==> src/rtl/rgb_panel_timing.sv <==
module rgb_panel_timing #(
  parameter int H_ACT = 240,
  parameter int V_ACT = 320,
  parameter int PIX_W = 18
) (
  input  logic             clk,
  input  logic             rst_n,
  input  logic             de_mode,
  input  logic             cfg_we,
  input  logic [2:0]       cfg_sel,
  input  logic [7:0]       cfg_data,
  output logic             pix_req,
  input  logic [PIX_W-1:0] pix_data,
  output logic             lcd_hs_n,
  output logic             lcd_vs_n,
  output logic             lcd_de,
  output logic [PIX_W-1:0] lcd_rgb,
  output logic             cfg_err
);
  localparam int HW = $clog2(16 + 24 + H_ACT + 16 + 1);
  localparam int VW = $clog2(4 + 255 + V_ACT + 255 + 1);

  logic [4:0] st_hsw, st_hbp, st_hfp, hsw, hbp, hfp;
  logic [2:0] st_vsw, vsw;
  logic [7:0] st_vbp, st_vfp, vbp, vfp;
  logic [HW-1:0] hcnt, hstart, htot;
  logic [VW-1:0] vcnt, vstart, vtot;
  logic legal, h_last, v_last, h_act, v_act;

  always_comb begin
    case (cfg_sel)
      3'd0:    legal = cfg_data >= 8'd2 && cfg_data <= 8'd16;
      3'd1:    legal = cfg_data >= 8'd2 && cfg_data <= 8'd24;
      3'd2:    legal = cfg_data >= 8'd2 && cfg_data <= 8'd16;
      3'd3:    legal = cfg_data >= 8'd1 && cfg_data <= 8'd4;
      3'd4:    legal = cfg_data >= 8'd1;
      3'd5:    legal = cfg_data >= 8'd3;
      default: legal = 1'b0;
    endcase
  end

  always_ff @(posedge clk or negedge rst_n) begin
    if (!rst_n) begin
      st_hsw <= 5'd10; st_hbp <= 5'd20; st_hfp <= 5'd10;
      st_vsw <= 3'd2;  st_vbp <= 8'd2;  st_vfp <= 8'd4;
      cfg_err <= 1'b0;
    end else if (cfg_we) begin
      if (!legal) cfg_err <= 1'b1;
      else begin
        case (cfg_sel)
          3'd0:    st_hsw <= cfg_data[4:0];
          3'd1:    st_hbp <= cfg_data[4:0];
          3'd2:    st_hfp <= cfg_data[4:0];
          3'd3:    st_vsw <= cfg_data[2:0];
          3'd4:    st_vbp <= cfg_data;
          default: st_vfp <= cfg_data;
        endcase
      end
    end
  end

  assign hstart = HW'(hsw) + HW'(hbp);
  assign htot   = hstart + HW'(H_ACT) + HW'(hfp);
  assign vstart = VW'(vsw) + VW'(vbp);
  assign vtot   = vstart + VW'(V_ACT) + VW'(vfp);
  assign h_last = hcnt == htot - HW'(1);
  assign v_last = vcnt == vtot - VW'(1);
  assign h_act  = hcnt >= hstart && hcnt < hstart + HW'(H_ACT);
  assign v_act  = vcnt >= vstart && vcnt < vstart + VW'(V_ACT);
  assign pix_req = h_act && v_act;

  always_ff @(posedge clk or negedge rst_n) begin
    if (!rst_n) begin
      hsw <= 5'd10; hbp <= 5'd20; hfp <= 5'd10;
      vsw <= 3'd2;  vbp <= 8'd2;  vfp <= 8'd4;
      hcnt <= '0; vcnt <= '0;
    end else begin
      hcnt <= h_last ? '0 : hcnt + HW'(1);
      if (h_last) vcnt <= v_last ? '0 : vcnt + VW'(1);
      if (h_last && v_last) begin
        hsw <= st_hsw; hbp <= st_hbp; hfp <= st_hfp;
        vsw <= st_vsw; vbp <= st_vbp; vfp <= st_vfp;
      end
    end
  end

  always_ff @(posedge clk or negedge rst_n) begin
    if (!rst_n) begin
      lcd_hs_n <= 1'b1;
      lcd_vs_n <= 1'b1;
      lcd_de   <= 1'b0;
      lcd_rgb  <= '0;
    end else begin
      lcd_hs_n <= !(hcnt < HW'(hsw));
      lcd_vs_n <= !(vcnt < VW'(vsw));
      lcd_de   <= pix_req && de_mode;
      lcd_rgb  <= pix_req ? pix_data : '0;
    end
  end
endmodule

==> config.mk <==
export PLATFORM = sky130hd
export DESIGN_NAME = rgb_panel_timing
export DESIGN_NICKNAME = d
export VERILOG_FILES = /design/src/rtl/rgb_panel_timing.sv
export SDC_FILE = /design/constraint.sdc
export NUM_CORES = 1
export LEC_CHECK = 0
export CORE_UTILIZATION = 40
export DETAILED_ROUTE_END_ITERATION = 10
export HOLD_SLACK_MARGIN = 0.03
export PLACE_DENSITY_LB_ADDON = 0.2
export SETUP_SLACK_MARGIN = 0.2
export SLEW_MARGIN = 10
export SYNTH_ARGS = -nofsm -noshare
export SYNTH_HDL_FRONTEND = slang
export SYNTH_SLANG_ARGS = --single-unit
==> constraint.sdc <==
create_clock -name clk -period 6.07 [get_ports clk]
set_input_delay 1.214 -clock clk [delete_from_list [all_inputs] [get_ports clk]]
set_output_delay 1.214 -clock clk [all_outputs]
set_load 0.03 [all_outputs]
==> Yosys cells after proc, flatten, opt, wreduce, memory -nomap -nowiden <==
Cells that the tools add are included.
{ "word_totals": {"reg_bits": 109, "latch_bits": 0, "mem_bits_rw": 0, "rom_bits": 0, "in_bits": 33, "out_inout_bits": 23, "wordCells": 74, "n_memories": 0} }
{ "op_classes": {"addsub": 10, "mul": 0, "div": 0, "magnitude_cmp": 12, "n_eq_ne": 7, "n_shift": 0, "mux": 4, "n_bitwise": 2, "n_reduce_logical": 20} }
{ "op_table": {"columns": ["op", "n"], "rows": [
  ["$mux W18", 1],
  ["$reduce_and A3 Y1", 6],
  ["$ge A8 B2 Y1 const B", 2],
  ["$le A8 B5 Y1 const B", 2],
  ["$add A10 B1 Y10 const B", 1],
  ["$add A10 B8 Y10", 1],
  ["$add A9 B9 Y10 const B", 1],
  ["$eq A10 B10 Y1", 1],
  ["$ge A10 B9 Y1", 1],
  ["$lt A10 B10 Y1", 1],
  ["$lt A10 B3 Y1", 1],
  ["$mux W10", 1],
  ["$sub A10 B1 Y10 const B", 1],
  ["$add A3 B8 Y9", 1],
  ["$add A6 B8 Y9 const B", 1],
  ["$add A9 B1 Y9 const B", 1],
  ["$add A9 B5 Y9", 1],
  ["$eq A9 B9 Y1", 1],
  ["$ge A9 B6 Y1", 1],
  ["$lt A9 B5 Y1", 1],
  ["$lt A9 B9 Y1", 1],
  ["$mux W9", 1],
  ["$sub A9 B1 Y9 const B", 1],
  ["$ge A8 B1 Y1 const B", 1],
  ["13 further kinds", 24]
]} }

==> Depth between registers and ports, before layout <==
{ "logic_depth": {"ltp_word": 6, "depth_mapped": 20, "depth_no_buf": 18} }

==> Worst setup path after synthesis <==
OpenSTA, ideal clock, no wires.
{ "synth_path": {"path_kind": "flip-flop to output port", "startpoint": "register vsw[1]", "endpoint": "output port pix_req", "arrival_ns": 3.843, "t_required_ns": 4.856, "path_slack_ns": 1.013, "stages_incl_launch_ff": 17, "n_path_buf": 1, "path_cell_list": "dfstp_2 > inv_1 > fa_1 > nor2b_1 > o2111a_1 > xor2_1 > ha_1 > inv_1 > ha_1 > a21o_1 > a21oi_1 > nor2b_1 > a2111oi_0 > o211ai_1 > a21o_1 > clkbuf_1 > nor2_1"} }
{ "synth_between": {"elab_chain_cells": 5, "word_cells_on_any_way": 6, "classes_between": "add/sub: 2; order compare: 2; reduce/logical: 2"} }
{ "synth_lines": {"columns": ["element", "line_no", "source"], "rows": [
  ["start, declared", "24", "logic [2:0] st_vsw, vsw;"],
  ["start signal, assigned", "82", "vsw <= st_vsw; vbp <= st_vbp; vfp <= st_vfp;"],
  ["$add A3 B8 Y9 *", "64", "assign vstart = VW'(vsw) + VW'(vbp);"],
  ["$add A9 B9 Y10", "69", "assign v_act = vcnt >= vstart && vcnt < vstart + VW'(V_ACT);"],
  ["$lt A10 B10 Y1", "69", null],
  ["$logic_and A1 B1 Y1 *", "69", null],
  ["$logic_and A1 B1 Y1 *", "70", "assign pix_req = h_act && v_act;"],
  ["end, declared", "12", "output logic pix_req,"]
]} }
Mark *: on every way between the ends. The rest lies on a longest branch, timed or not.

==> Final worst setup path <==
{ "layout_path": {"startpoint": "register hsw[0]", "endpoint": "register hbp[3]"} }
{ "layout_between": {"elab_chain_cells": 6} }
{ "layout_lines": {"columns": ["element", "line_no", "source"], "rows": [
  ["start, declared", "23", "logic [4:0] st_hsw, st_hbp, st_hfp, hsw, hbp, hfp;"],
  ["start signal, assigned", "81", "hsw <= st_hsw; hbp <= st_hbp; hfp <= st_hfp;"],
  ["$add A5 B5 Y6", "62", "assign hstart = HW'(hsw) + HW'(hbp);"],
  ["$add A6 B8 Y9", "63", "assign htot = hstart + HW'(H_ACT) + HW'(hfp);"],
  ["$add A9 B5 Y9", "63", null],
  ["$sub A9 B1 Y9", "66", "assign h_last = hcnt == htot - HW'(1);"],
  ["$eq A9 B9 Y1", "66", null],
  ["$logic_and A1 B1 Y1", "80", "if (h_last && v_last) begin"],
  ["end signal, assigned", "81", null],
  ["end, declared", "23", null]
]} }
No other way between the ends.
A chain may end at the register's enable or synchronous reset.

==> flow_summary.toml <==
[run_status]
status = "completed"

[route]
routedWlPerCell_um = 16.0
drt-total-wl_um = 14400
drc_errors = 0
top_layer = "met4"
dr_total_vias = 4804
firstDrtPassIters = 4
met3WireLength_um = 380
drt-initial-drc-count = 185
wl_met1_um = 7000
drtAntennaViolNets = 0
routed-wl-met2_um = 6840
viasPerCell = 5.31

[die]
dieArea_um2 = 17600
ioPinCount = 56
coreArea_um2 = 16600
die_x_um = 133
start_util_pct = 41.1
dieHeight_um = 133
core.rowCount = 47

[finish]
final_cells = 905
nets = 782
antenna_cells = 0
drive_gt1_share_pct = 17.5
area_growth_pct = 15.4

[synthesis]
syn_area_per_cell_um2 = 10.8
synth_seq_cells = 109
synth_top_flop_cell = "dfrtp_1"
synthArstFlopShare_pct = 100
synth_area_um2 = 6820
synth_edf_count = 0
yosys.area.top_type_share_pct = 32.7
synthCells = 631
synthDistinctLibCells = 62
syn-num-nets = 733
yosys.area.top_type = "dfrtp_1"
ys_seq_area_share_pct = 40.4
synthTopCellsByCount = "dfrtp_1 (89), mux2_2 (67), ha_1 (64)"
yosys-top-cells-area = "dfrtp_1 (33%), ha_1 (12%), mux2_2 (11%)"
yosysWarnings = 0
synth_most_common_cell = "dfrtp_1"

[power]
ir_drop_mv = 0.158
power_leakage_nw = 3.56
total_power_mw = 1.53
p_per_area_nw_per_um2 = 195

[clocking]
postCtsResizedCells = 1
htreeDepth = 3
cts.clk_slew.worst_paths_ps = 80
cts_num_sinks = 109
cts_tree = "done"
clkLatencyLatePin_ps = 360
root_buffer = "clkbuf_16"
clock_path_buffers = 2
cts_buffers = 9
holdBufCountCts = 0
cts_setup_buffers = 0

[worst_setup_path]
cpPeakStageDelay_ps = 620
cp_max_fo = 34
path_cells = "ha_1, fa_1, a21o_1, a21oi_1, xnor2_1, ha_1, inv_1, fa_1, nand2_1, a21oi_1, nor3_1, or4b_1, a211o_1, nor3_4, buf_4, mux2_2"
start_kind = "flop"
cp.arrival_ps = 5680
path_buf_inv = 2
crit_path_end_kind = "flop"
crit_family = "adder cells"
worst_path_max_delay_cell = "fa_1"
crit_type = "reg -> reg"
required_ps = 6310

[timing]
tns_ps = 0
maxSlewViolCount = 0
post-route-worst-setup-slack_ps = 637
whs_ps = 484
setup_violations = 0
skew_ps = 10.6
rsz0062_at_grt = "no"
period_minus_slack_ps = 5430
fmax_mhz = 184
tightestPinTransition_ps = 921
slew_headroom_pct = 38.6
period_share_pct = 89.5
hold_violations = 0

[global_routing]
first_global_vias = 4882
track_usage_pct = 17.6
antenna_found_initial = 0
grt_overflow = 0
grt_max_degree = 74
grt_pass1_wl_um = 24600

[place]
placed_cells = 889
dpl_worst_slack_ps = 509
hpwl_um = 11000
place_congestion = 0.869
io_buffers = 55

[min_path]
hp-class = "reg -> reg"

[flow_run]
cap_viol_max_count = 0
==> cells by family after synthesis <==
| logic type | after synthesis | share of synthesized area (%) |
|---|---|---|
| simple gates | 147 | 12.2 |
| flops | 109 | 40.4 |
| compound gates | 108 | 11.1 |
| buf+inv | 80 | 4.83 |
| fa+ha+maj | 72 | 13.7 |
| mux | 68 | 11.2 |
| xor+xnor | 47 | 6.57 |
==> sequential cells by signal, summed over array words and instances, names as in the netlist <==
signal / count
cfg_err: 1
st_hfp: 5
st_hbp: 5
st_hsw: 5
lcd_hs_n: 1
st_vsw: 3
hbp: 5
vsw: 3
st_vfp: 8
vbp: 8
hsw: 5
hcnt: 9
lcd_de: 1
lcd_vs_n: 1
vcnt: 10
hfp: 5
st_vbp: 8
vfp: 8
lcd_rgb: 18
==> placed cells by master (no fill, tap or decap), types with 11 or more instances in the layout <==
cell	count
a21o_1	14
nand3_1	16
dfrtp_1	89
xnor2_1	25
xor2_1	18
clkdlybuf4s50_1	53
dfstp_2	20
a21oi_1	20
inv_1	58
o211ai_1	11
mux2_2	67
nor2_1	28
nand2_1	26
nor3b_1	19
ha_1	64
o21ai_0	15
==> metrics by stage <==
stage	cell area, µm²	util, %
2_1_floorplan	6820	-
3_3_place_gp	7570	45.7
3_5_place_dp	7570	45.7
4_1_cts	7870	47.4
5_1_grt	7870	47.4
6_report	7870	47.4
==> per-layer routing <==
metal / vias up / track usage (%)
li1: 2342 / -
met4: 0 / 5.68
met2: 66 / 29.0
met3: 17 / 3.03
met5: - / 0
met1: 2379 / 23.5
==> final timing paths <==
check | from | endpoint | slack [ps] | cells after the start
max | hsw[0] | hbp[3] | 640 | 16
min | cfg_err | cfg_err | 480 | 1
max reg2reg | hsw[0] | hbp[3] | 640 | 16
min reg2reg | cfg_err | cfg_err | 480 | 1
max in group asynchronous | rst_n | vsw[1] | 4000 | 2
min in group asynchronous | rst_n | lcd_rgb[13] | 970 | 1
==> power by group <==
group	switching, mW	internal [mW]	leakage (nW)
clock	0.294	0.289	0.146
combinational	0.0590	0.0724	2.06
sequential	0.0271	0.791	1.35
==> final cells by class <==
type	instances	area (µm²)
repair buffers	60	581
clock inverters	7	66.3
inverters	58	218
well taps	220	275
fillers	1550	8710
clock buffers	9	225
multi-input cells	442	3750
flip-flops and latches	109	2750
(Power assumes the default switching activity.)
